$ cat src/rtl/feo_pkg.sv
package feo_pkg;
  localparam int unsigned DEF_ADDR_W      = 24;
  localparam int unsigned DEF_OFS_W       = 12;
  localparam int unsigned DEF_SEL_W       = 3;
  localparam int unsigned DEF_REG_W       = 8;
  localparam int unsigned DEF_RAM_PAGE    = 32'hFFD;
  localparam int unsigned DEF_FLASH_PAGES = 64;

  // Register bit positions (behavioural: software encodes against them)
  localparam int unsigned OVL_EN_BIT    = 7;
  localparam int unsigned FCTL_PE_BIT   = 0;
  localparam int unsigned FCTL_EE_BIT   = 1;
  localparam int unsigned FCTL_PSTS_BIT = 4;
  localparam int unsigned FCTL_ESTS_BIT = 5;

  typedef enum logic {
    SEL_OVERLAY = 1'b0,
    SEL_FCTL    = 1'b1
  } reg_sel_e;

  typedef enum logic [1:0] {
    MODE_IDLE  = 2'd0,
    MODE_PROG  = 2'd1,
    MODE_ERASE = 2'd2
  } flash_mode_e;
endpackage

$ cat src/rtl/feo_ctrl_regs.sv
module feo_ctrl_regs
  import feo_pkg::*;
#(
  parameter int unsigned SEL_W = DEF_SEL_W,
  parameter int unsigned REG_W = DEF_REG_W
) (
  input  logic             clk,
  input  logic             rst_n,
  input  logic             wr_stb,
  input  logic             sel,
  input  logic [REG_W-1:0] wdata,
  input  logic             prog_sts,
  input  logic             erase_sts,
  output logic [REG_W-1:0] rdata,
  output logic             ovl_en,
  output logic [SEL_W-1:0] ovl_blk,
  output logic             pe_req,
  output logic             ee_req
);
  logic wr_ovl;
  logic wr_fctl;

  assign wr_ovl  = wr_stb && (sel == SEL_OVERLAY);
  assign wr_fctl = wr_stb && (sel == SEL_FCTL);

  always_ff @(posedge clk) begin
    if (!rst_n) begin
      ovl_en  <= 1'b0;
      ovl_blk <= '0;
      pe_req  <= 1'b0;
      ee_req  <= 1'b0;
    end else begin
      if (wr_ovl) begin
        ovl_en  <= wdata[OVL_EN_BIT];
        ovl_blk <= wdata[SEL_W-1:0];
      end
      if (wr_fctl) begin
        pe_req <= wdata[FCTL_PE_BIT];
        ee_req <= wdata[FCTL_EE_BIT];
      end
    end
  end

  function automatic logic [REG_W-1:0] pack_ovl(input logic en, input logic [SEL_W-1:0] blk);
    logic [REG_W-1:0] v;
    v = '0;
    v[OVL_EN_BIT]  = en;
    v[SEL_W-1:0]   = blk;
    return v;
  endfunction

  function automatic logic [REG_W-1:0] pack_fctl(input logic pe, input logic ee,
                                                 input logic ps, input logic es);
    logic [REG_W-1:0] v;
    v = '0;
    v[FCTL_PE_BIT]   = pe;
    v[FCTL_EE_BIT]   = ee;
    v[FCTL_PSTS_BIT] = ps;
    v[FCTL_ESTS_BIT] = es;
    return v;
  endfunction

  always_comb begin
    if (sel == SEL_OVERLAY) rdata = pack_ovl(ovl_en, ovl_blk);
    else                    rdata = pack_fctl(pe_req, ee_req, prog_sts, erase_sts);
  end

  // A write to the overlay register is visible in the stored enable one clock later
  assert_ovl_store_R9: assert property (@(posedge clk) disable iff (!rst_n)
    wr_ovl |=> (ovl_en == $past(wdata[OVL_EN_BIT])));
  assert_fctl_store_R9: assert property (@(posedge clk) disable iff (!rst_n)
    wr_fctl |=> (pe_req == $past(wdata[FCTL_PE_BIT])) && (ee_req == $past(wdata[FCTL_EE_BIT])));
endmodule

$ cat src/rtl/feo_mode_gate.sv
module feo_mode_gate
  import feo_pkg::*;
(
  input  logic clk,
  input  logic rst_n,
  input  logic pe_req,
  input  logic ee_req,
  input  logic ovl_en,
  output logic prog_mode,
  output logic erase_mode
);
  flash_mode_e mode_q;
  flash_mode_e mode_d;
  logic        entry_blocked;
  logic        req_conflict;

  assign entry_blocked = ovl_en;
  assign req_conflict  = pe_req && ee_req;

  always_comb begin
    mode_d = MODE_IDLE;
    if (!entry_blocked && !req_conflict) begin
      if (pe_req)      mode_d = MODE_PROG;
      else if (ee_req) mode_d = MODE_ERASE;
    end
  end

  always_ff @(posedge clk) begin
    if (!rst_n) mode_q <= MODE_IDLE;
    else        mode_q <= mode_d;
  end

  assign prog_mode  = (mode_q == MODE_PROG);
  assign erase_mode = (mode_q == MODE_ERASE);

  assert_protect_R6: assert property (@(posedge clk) disable iff (!rst_n)
    entry_blocked |=> !prog_mode && !erase_mode);
  assert_excl_modes_R8: assert property (@(posedge clk) disable iff (!rst_n)
    !(prog_mode && erase_mode));
  assert_conflict_R8: assert property (@(posedge clk) disable iff (!rst_n)
    req_conflict |=> !prog_mode && !erase_mode);
  assert_prog_entry_R7: assert property (@(posedge clk) disable iff (!rst_n)
    (pe_req && !ee_req && !entry_blocked) |=> prog_mode);
  assert_erase_entry_R7: assert property (@(posedge clk) disable iff (!rst_n)
    (ee_req && !pe_req && !entry_blocked) |=> erase_mode);
endmodule

$ cat src/rtl/feo_addr_decode.sv
module feo_addr_decode
  import feo_pkg::*;
#(
  parameter int unsigned ADDR_W      = DEF_ADDR_W,
  parameter int unsigned OFS_W       = DEF_OFS_W,
  parameter int unsigned SEL_W       = DEF_SEL_W,
  parameter int unsigned RAM_PAGE    = DEF_RAM_PAGE,
  parameter int unsigned FLASH_PAGES = DEF_FLASH_PAGES
) (
  input  logic              clk,
  input  logic              rst_n,
  input  logic [ADDR_W-1:0] addr,
  input  logic              ovl_en,
  input  logic [SEL_W-1:0]  ovl_blk,
  output logic              route_ram,
  output logic              route_flash,
  output logic [OFS_W-1:0]  ram_offset
);
  localparam int unsigned PAGE_W = ADDR_W - OFS_W;

  logic [PAGE_W-1:0] page;
  logic              hit_overlay;
  logic              hit_native;
  logic              in_flash;

  function automatic logic [PAGE_W-1:0] page_of(input logic [ADDR_W-1:0] a);
    return a[ADDR_W-1:OFS_W];
  endfunction

  function automatic logic [PAGE_W-1:0] block_page(input logic [SEL_W-1:0] blk);
    return PAGE_W'(blk);
  endfunction

  function automatic logic flash_page(input logic [PAGE_W-1:0] p);
    return 32'(p) < FLASH_PAGES;
  endfunction

  assign page        = page_of(addr);
  assign hit_overlay = ovl_en && (page == block_page(ovl_blk));
  assign hit_native  = (page == PAGE_W'(RAM_PAGE));
  assign in_flash    = flash_page(page);

  assign route_ram   = hit_overlay || hit_native;
  assign route_flash = in_flash && !route_ram;
  assign ram_offset  = route_ram ? addr[OFS_W-1:0] : '0;

  assert_route_excl_R10: assert property (@(posedge clk) disable iff (!rst_n)
    !(route_ram && route_flash));
  assert_native_R3: assert property (@(posedge clk) disable iff (!rst_n)
    hit_native |-> route_ram && (ram_offset == addr[OFS_W-1:0]));
  assert_overlay_R2: assert property (@(posedge clk) disable iff (!rst_n)
    hit_overlay |-> route_ram && !route_flash);
  assert_offset_zero_R4: assert property (@(posedge clk) disable iff (!rst_n)
    !route_ram |-> (ram_offset == '0));
endmodule

$ cat src/rtl/flash_overlay_ctrl.sv
module flash_overlay_ctrl
  import feo_pkg::*;
#(
  parameter int unsigned ADDR_W      = DEF_ADDR_W,
  parameter int unsigned OFS_W       = DEF_OFS_W,
  parameter int unsigned SEL_W       = DEF_SEL_W,
  parameter int unsigned REG_W       = DEF_REG_W,
  parameter int unsigned RAM_PAGE    = DEF_RAM_PAGE,
  parameter int unsigned FLASH_PAGES = DEF_FLASH_PAGES
) (
  input  logic              clk,
  input  logic              rst_n,
  input  logic              reg_wr,
  input  logic              reg_sel,
  input  logic [REG_W-1:0]  reg_wdata,
  output logic [REG_W-1:0]  reg_rdata,
  input  logic [ADDR_W-1:0] bus_addr,
  output logic              route_ram,
  output logic              route_flash,
  output logic [OFS_W-1:0]  ram_offset,
  output logic              prog_mode,
  output logic              erase_mode
);
  logic             ovl_en;
  logic [SEL_W-1:0] ovl_blk;
  logic             pe_req;
  logic             ee_req;

  feo_ctrl_regs #(.SEL_W(SEL_W), .REG_W(REG_W)) regs_i (
    .clk       (clk),
    .rst_n     (rst_n),
    .wr_stb    (reg_wr),
    .sel       (reg_sel),
    .wdata     (reg_wdata),
    .prog_sts  (prog_mode),
    .erase_sts (erase_mode),
    .rdata     (reg_rdata),
    .ovl_en    (ovl_en),
    .ovl_blk   (ovl_blk),
    .pe_req    (pe_req),
    .ee_req    (ee_req)
  );

  feo_mode_gate gate_i (
    .clk        (clk),
    .rst_n      (rst_n),
    .pe_req     (pe_req),
    .ee_req     (ee_req),
    .ovl_en     (ovl_en),
    .prog_mode  (prog_mode),
    .erase_mode (erase_mode)
  );

  feo_addr_decode #(
    .ADDR_W(ADDR_W), .OFS_W(OFS_W), .SEL_W(SEL_W),
    .RAM_PAGE(RAM_PAGE), .FLASH_PAGES(FLASH_PAGES)
  ) dec_i (
    .clk         (clk),
    .rst_n       (rst_n),
    .addr        (bus_addr),
    .ovl_en      (ovl_en),
    .ovl_blk     (ovl_blk),
    .route_ram   (route_ram),
    .route_flash (route_flash),
    .ram_offset  (ram_offset)
  );

  // Release: a block that was overlaid goes back to flash once enable is stored low
  assert_release_R5: assert property (@(posedge clk) disable iff (!rst_n)
    (!ovl_en && (bus_addr[ADDR_W-1:OFS_W] < FLASH_PAGES)) |-> route_flash && !route_ram);
endmodule

$ cat config.mk
export PLATFORM = sky130hd
export DESIGN_NAME = flash_overlay_ctrl
export DESIGN_NICKNAME = d
export VERILOG_FILES = /design/src/rtl/feo_pkg.sv /design/src/rtl/feo_ctrl_regs.sv /design/src/rtl/feo_mode_gate.sv /design/src/rtl/feo_addr_decode.sv /design/src/rtl/flash_overlay_ctrl.sv
export SDC_FILE = /design/constraint.sdc
export NUM_CORES = 1
export LEC_CHECK = 0
export ABC_AREA = 0
export CORE_MARGIN = 8
export CORE_UTILIZATION = 25
export DETAILED_ROUTE_END_ITERATION = 12
export HOLD_SLACK_MARGIN = 0.15
export PLACE_DENSITY = 0.75
export RECOVER_POWER = 50
export SYNTH_ARGS = -nofsm -noshare
export SYNTH_HDL_FRONTEND = slang
export SYNTH_SLANG_ARGS = --single-unit
$ cat constraint.sdc
create_clock -name clk -period 1.1 [get_ports clk]
set_input_delay 0.11 -clock clk [delete_from_list [all_inputs] [get_ports clk]]
set_output_delay 0.11 -clock clk [all_outputs]
set_load 0.02 [all_outputs]
==> results of run 1 <==
[placed cells by master, fill, tap and decap left out, drive strengths merged, types with 3 or more instances in the layout]
master         Yosys  routed
and2              14      14
clkbuf             1       5
dlygate4sd2        0      11
buf                3      29
nand3              4       4
dfxtp              8       8
a21boi             6       6
nand2             12      12
xnor2              3       3
clkdlybuf4s50      0      19
nor2b              5       5
[cell usage after synthesis]
cell type	number	area [µm²]
mux2_2	2	22.52
nor2_1	1	3.750
or3_1	1	6.260
nor4b_2	1	15.01
nor2b_1	5	31.28
nor4bb_1	1	10.01
a41oi_1	1	8.760
clkbuf_1	1	3.750
nor4_2	1	12.51
and4bb_2	1	12.51
nand3_1	4	20.02
conb_1	1	3.750
nand4b_1	1	8.760
nand2b_1	1	6.260
a21boi_0	6	45.04
and2_1	14	87.58
buf_4	3	22.52
dfxtp_1	8	160.2
xnor2_1	3	26.28
nand4_1	2	12.51
o21ai_2	1	8.760
nand2_1	12	45.04
[path summary, 6_finish.rpt]
path | start | endpoint | slack, ns | cells after the start
setup reg to reg | regs_i.pe_req$_SDFFE_PN0P_ | gate_i.mode_q[1]$_SDFF_PP0_ | 0.26 | 2
hold / removal | reg_wdata[2] | regs_i.ovl_blk[2]$_SDFFE_PN0P_ | 0.41 | 3
setup / recovery | bus_addr[14] | ram_offset[9] | -0.54 | 6
hold reg to reg | regs_i.ovl_en$_SDFFE_PN0P_ | gate_i.mode_q[0]$_SDFF_PP0_ | 0.52 | 2
[cell families after synthesis]
group | after synthesis | synth area share
AND/OR/NAND/NOR | 45 | 0.4738
AO/OA/AOI/OAI | 8 | 0.1092
flip-flops | 8 | 0.2795
buffers and inverters | 4 | 0.04584
XOR/XNOR | 3 | 0.04586
multiplexers | 2 | 0.03930
other | 1 | 0.006544
[report_power, final]
| group | switching (mW) | total (mW) | internal (mW) |
|---|---|---|---|
| logic | 0.106 | 0.266 | 0.160 |
| clock network | 0.109 | 0.234 | 0.125 |
| registers | 0.0106 | 0.313 | 0.302 |
| total | 0.225 | 0.812 | 0.587 |
[area by class of cell]
type                    instances  share of cell area
clock buffers                   3             0.01653
well taps                      28             0.02571
repair buffers                 62              0.4371
multi-input cells              61              0.3958
flip-flops and latches          8              0.1249
[flip-flops by register name, indices dropped and copies added (netlist names)]
signal and cells:
regs_i.pe_req 1, regs_i.ovl_blk 3, regs_i.ee_req 1, regs_i.ovl_en 1
gate_i.mode_q 2
[per-stage QoR]
step | setup WS, ns | power [mW] | setup TNS, ns | util | hold slack, ns
3_5_place_dp | -1.248 | 0.5680 | -21.52 | 0.5568 | 0.5172
5_1_grt | -0.5932 | 0.8482 | -8.207 | 0.6219 | 0.4464
2_1_floorplan | -0.1422 | 0.3919 | -1.341 | - | 0.2473
4_1_cts | -0.5595 | 0.8137 | -7.223 | 0.6031 | 0.4128
3_3_place_gp | -1.221 | 0.5659 | -20.90 | 0.5568 | 0.5066
6_report | -0.5447 | 0.8123 | -7.161 | 0.6219 | 0.4123
[per-layer routing]
metal,share of wire,GRT usage,vias up
li1,-,-,369
met1,0.43,0.1390,332
met2,0.45,0.2070,50
met3,0.12,0.05052,2
met4,0.0060,0.05850,0
met5,0,0,-
[worst register-to-register path: cells and delay by family (launching register included)]
| kind | cells | cell delay [ns] |
|---|---|---|
| flops | 1 | 0.33 |
| simple gates | 1 | 0.25 |
| buf+inv | 1 | 0.14 |
[what timing repair did]
item	4_1_cts	5_1_grt
pin swaps	15	9
gates resized for setup	158	12
buffers inserted	1	0
gates cloned	1	0
endpoints found under the setup margin	22	21
==> flow_summary.yaml, run 1 <==
timing:
  finalCritPeriodShare: 1.495
  hold_violations: 0
  fin_ws_ns: -0.5447
  max_freq_ghz: 0.6080
  rsz0062_at_grt: "yes"
  fin_skew_ns: 0.003011
  final-max-slew-violation-count: 0
  setup-violations-final: 17
  fin_crit_ns: 1.645
drt:
  vias: 753
  dr.pass1.iters: 4
  via_per_inst: 4.648
  ant_nets: 0
  drt_iter0_markers: 13
  routed_wl_um: 2684
  drc_errors: 0
  wl_per_cell_um: 16.57
cells_and_area:
  finalInstanceArea_um2: 1363
  diodes: 0
  final_nets: 172
  fin_cells: 162
  num-fill-cells: 202
  multi_input_area_um2: 539.3
  area_delta_synth_final_pct: 137.8
  drive_above_1_share: 0.5224
  regArea_um2: 170.2
setup_path:
  crit_required_ns: 0.99
  crit_fanout: 7
  slowest_stage: "clkdlybuf4s50_1"
  worstPathArrival_ns: 1.53
  cp-end-kind: "output port"
  crit_buf_inv: 2
  critPathKind: "in -> out"
  critPathMaxStageDelay_ns: 0.53
  path_cells: "clkdlybuf4s50_1, nand4b_1, or3_4, o21ai_4, and2_4, buf_6"
  cp-start-kind: "input pin"
  path_delay_family: "simple AND/OR/NAND/NOR gates"
floorplan:
  fp.dieArea_um2: 4080
  ios: 60
  fp.dieH_um: 63.88
  rows: 17
  start_util: 0.2616
  die_w_um: 63.88
  fp.coreArea_um2: 2191
cts:
  cts_hold_repair.buffers: 0
  root_buffer: "clkbuf_4"
  htreeDepth: 1
  cts_tree: "done"
  insertion_delay_ns: 0.26
  cts.sinks: 8
  numCtsBuffers: 3
  cts.path.max_buffers: 2
  clkTransAtPathRegs_ns: 0.06
global_route:
  grt_pass1_vias: 805
  gr-usage-all-layers: 0.1260
  grt_overflow: 0
  antenna_found_initial: 0
  grt_start_max_net_pins: 9
  grt_pass1_wl_um: 4064
run_status:
  status: "finished with violations"
  violations: "setup timing"
pwr:
  cellPowerDensity_nw_per_um2: 596.2
  p_leak_nw: 0.5728
  ir_drop_v: 0.0004251
run:
  max-cap-violations: 0
logic_synthesis:
  syn_inst: 71
  yosysSeqAreaShare: 0.2795
  synth_seq_cells: 8
  synth_warnings: 0
  syn_avg_cell_area_um2: 8.071
  yosysUniqueCellTypes: 22
  mappedNetlistArea_um2: 573.1
placement:
  dp_cells: 158
  place_congestion: 0.9589
  dp_hpwl_um: 2116
  placed_cell_area_um2: 1220
  numPortBuffers: 53
worst_hold_path:
  hold_path.class: "in -> reg"
Note: power is estimated with default switching activity, not from simulation.
==> run 2: changes to the inputs <==
PLACE_DENSITY = 0.73   (was 0.75)
==> run 2 against run 1 <==
  * Die area unchanged
  * Sequential power is essentially flat
  * Non-clock buffer count rose by 5
  * Clock power shrank 5%
  * Clock skew grew 0.0017 ns
  * Flip-flop and latch count unchanged
  * The run still ends with setup timing left
  * Global-route usage up 0.38 points
  * Count of clock-buffer cells in the layout is the same
  * Setup slack got worse by 0.084 ns
==> flow_summary.yaml, run 2 (synthesized netlist as in run 1, its figures left out) <==
cts:
  clkTransAtPathRegs_ns: 0.06
  insertion_delay_ns: 0.25
  numCtsBuffers: 3
  cts.path.max_buffers: 2
  htreeDepth: 1
  cts_hold_repair.buffers: 0
  root_buffer: "clkbuf_4"
  cts.sinks: 8
  cts_tree: "done"
cells_and_area:
  regMostFlops: "regs_i.ovl_blk"
  final_common_cell: "buf_6"
  finalInstanceArea_um2: 1404
  fin_cells: 167
  final_cell_mix: "buf_6, clkdlybuf4s50_1, and2_4"
  largest_reg_flops: 3
  final_nets: 177
  reg.largest.list: "regs_i.ovl_blk (3), gate_i.mode_q (2)"
  drive_above_1_share: 0.5324
  area_delta_synth_final_pct: 145.0
  diodes: 0
setup_path:
  crit_fanout: 7
  slowest_stage: "dfxtp_2"
  cp-end-kind: "output port"
  critPathKind: "reg -> out"
  path_cells: "xnor2_1, nand3_2, o21ai_4, and2_4, buf_6"
  crit_required_ns: 0.99
  cp-startpoint: "regs_i.ovl_blk[0]$_SDFFE_PN0P_"
  cp_num_cells: 5
  crit_buf_inv: 1
  rrSetupSlack_ns: 0.03
  path_delay_family: "simple AND/OR/NAND/NOR gates"
  r2r_cells: 4
  cp-start-kind: "register"
  critPathMaxStageDelay_ns: 0.33
  endpoint: "ram_offset[9]"
  worstPathArrival_ns: 1.62
  r2r_start: "regs_i.ovl_en$_SDFFE_PN0P_"
  r2r-end: "gate_i.mode_q[0]$_SDFF_PP0_"
floorplan:
  ios: 60
  start_util: 0.2616
  fp.dieH_um: 63.88
  fp.coreArea_um2: 2191
  die_w_um: 63.88
  rows: 17
  fp.dieArea_um2: 4080
drt:
  drc_errors: 0
  wl_per_cell_um: 17.52
  ant_nets: 0
  drt_iter0_markers: 17
  routed_wl_um: 2926
  dr.pass1.iters: 4
  via_per_inst: 4.772
  vias: 797
timing:
  fin_ws_ns: -0.6291
  hold_violations: 0
  finalCritPeriodShare: 1.572
  setup-violations-final: 19
  max_freq_ghz: 0.5783
  final-max-slew-violation-count: 0
  rsz0062_at_grt: "yes"
  fin_crit_ns: 1.729
  fin_skew_ns: 0.004744
run:
  max-cap-violations: 0
global_route:
  grt_pass1_wl_um: 4229
  grt_pass1_vias: 833
  gr-usage-all-layers: 0.1298
  antenna_found_initial: 0
  grt_overflow: 0
  grt_start_max_net_pins: 8
pwr:
  seqPwrFrac: 0.383
  intPower_uw: 593.9
  clkPwrFrac: 0.274
  cellPowerDensity_nw_per_um2: 581.0
  switching_share: 0.2719
  combPwrFrac: 0.343
  total_power_uw: 815.7
  p_leak_nw: 0.6021
  power_switching_uw: 221.8
  ir_drop_v: 0.0005200
worst_hold_path:
  hold_path.class: "in -> reg"
  hp-start: "reg_wdata[2]"
placement:
  dp_slack_ns: -1.298
  numPortBuffers: 53
  dp_hpwl_um: 2187
  place_congestion: 0.9857
  placed_cell_area_um2: 1235
  dp_cells: 160
run_status:
  status: "finished with violations"
  violations: "setup timing"
==> run 2: changes by cell type in the layout (fill, tap and decap cells not counted), sizes merged <==
cell           change
clkdlybuf4s50      -2
dlygate4sd2        +2
buf                +6
clkbuf             -1
==> run 2: stage by stage <==
step                hold WS [ns]    util  setup TNS, ns
finish                    0.4244  0.6408         -8.461
detailed placement        0.5227  0.5637         -21.80
floorplan                 0.2473       -         -1.341
global placement          0.5038  0.5637         -20.64
global route              0.4246  0.6408         -10.20
CTS                       0.4185  0.6117         -7.581
==> run 2: how the worst min path moves through the flow <==
stage,to,cells after the start
after CTS,regs_i.ovl_blk[2]$_SDFFE_PN0P_,3
after floorplan,regs_i.ovl_en$_SDFFE_PN0P_,2
after global placement,gate_i.mode_q[0]$_SDFF_PP0_,2
after global routing,regs_i.ovl_blk[2]$_SDFFE_PN0P_,3
after detailed placement,gate_i.mode_q[0]$_SDFF_PP0_,2
final,regs_i.ovl_blk[2]$_SDFFE_PN0P_,3
==> run 2: layout make-up <==
cell class                 instances  area, µm²
fill                             182      787.0
sequential                         8      170.2
timing repair buffer              67      641.9
clock buffer                       3      22.52
tap                               28      35.03
multi-input combinational         61      534.3
==> run 2: layer usage <==
metal	up-vias	routed length [µm]	GRT usage
met2	52	1355	0.2058
met3	6	351	0.05923
li1	377	-	-
met5	-	0	0
met1	362	1164	0.1426
met4	0	54	0.06685
==> run 2: power groups by stage <==
stage | clock network (mW) | logic [mW] | registers (mW)
finish | 0.223 | 0.280 | 0.313
global route | 0.250 | 0.296 | 0.314
CTS | 0.236 | 0.260 | 0.313
detailed placement | 0 | 0.259 | 0.315
global placement | 0 | 0.256 | 0.315
floorplan | 0 | 0.0761 | 0.316
==> run 2: what timing repair did <==
action,4_1_cts,5_1_grt
endpoints found under the setup margin,22,20
setup buffers,0,3
gates cloned,1,0
pin swaps,20,6
gates resized for setup,162,10
==> run 2: worst min-delay path: stages <==
cell and delay [ns]:
clkdlybuf4s50_1 0.39, nand2_1 0.06, a21boi_0 0.07
==> run 3: changes to the inputs <==
CTS_BUF_LIST = sky130_fd_sc_hd__clkbuf_4   (was unset)
==> results of run 3 <==
Final layout, timing and power as in run 2 (identical DEF).
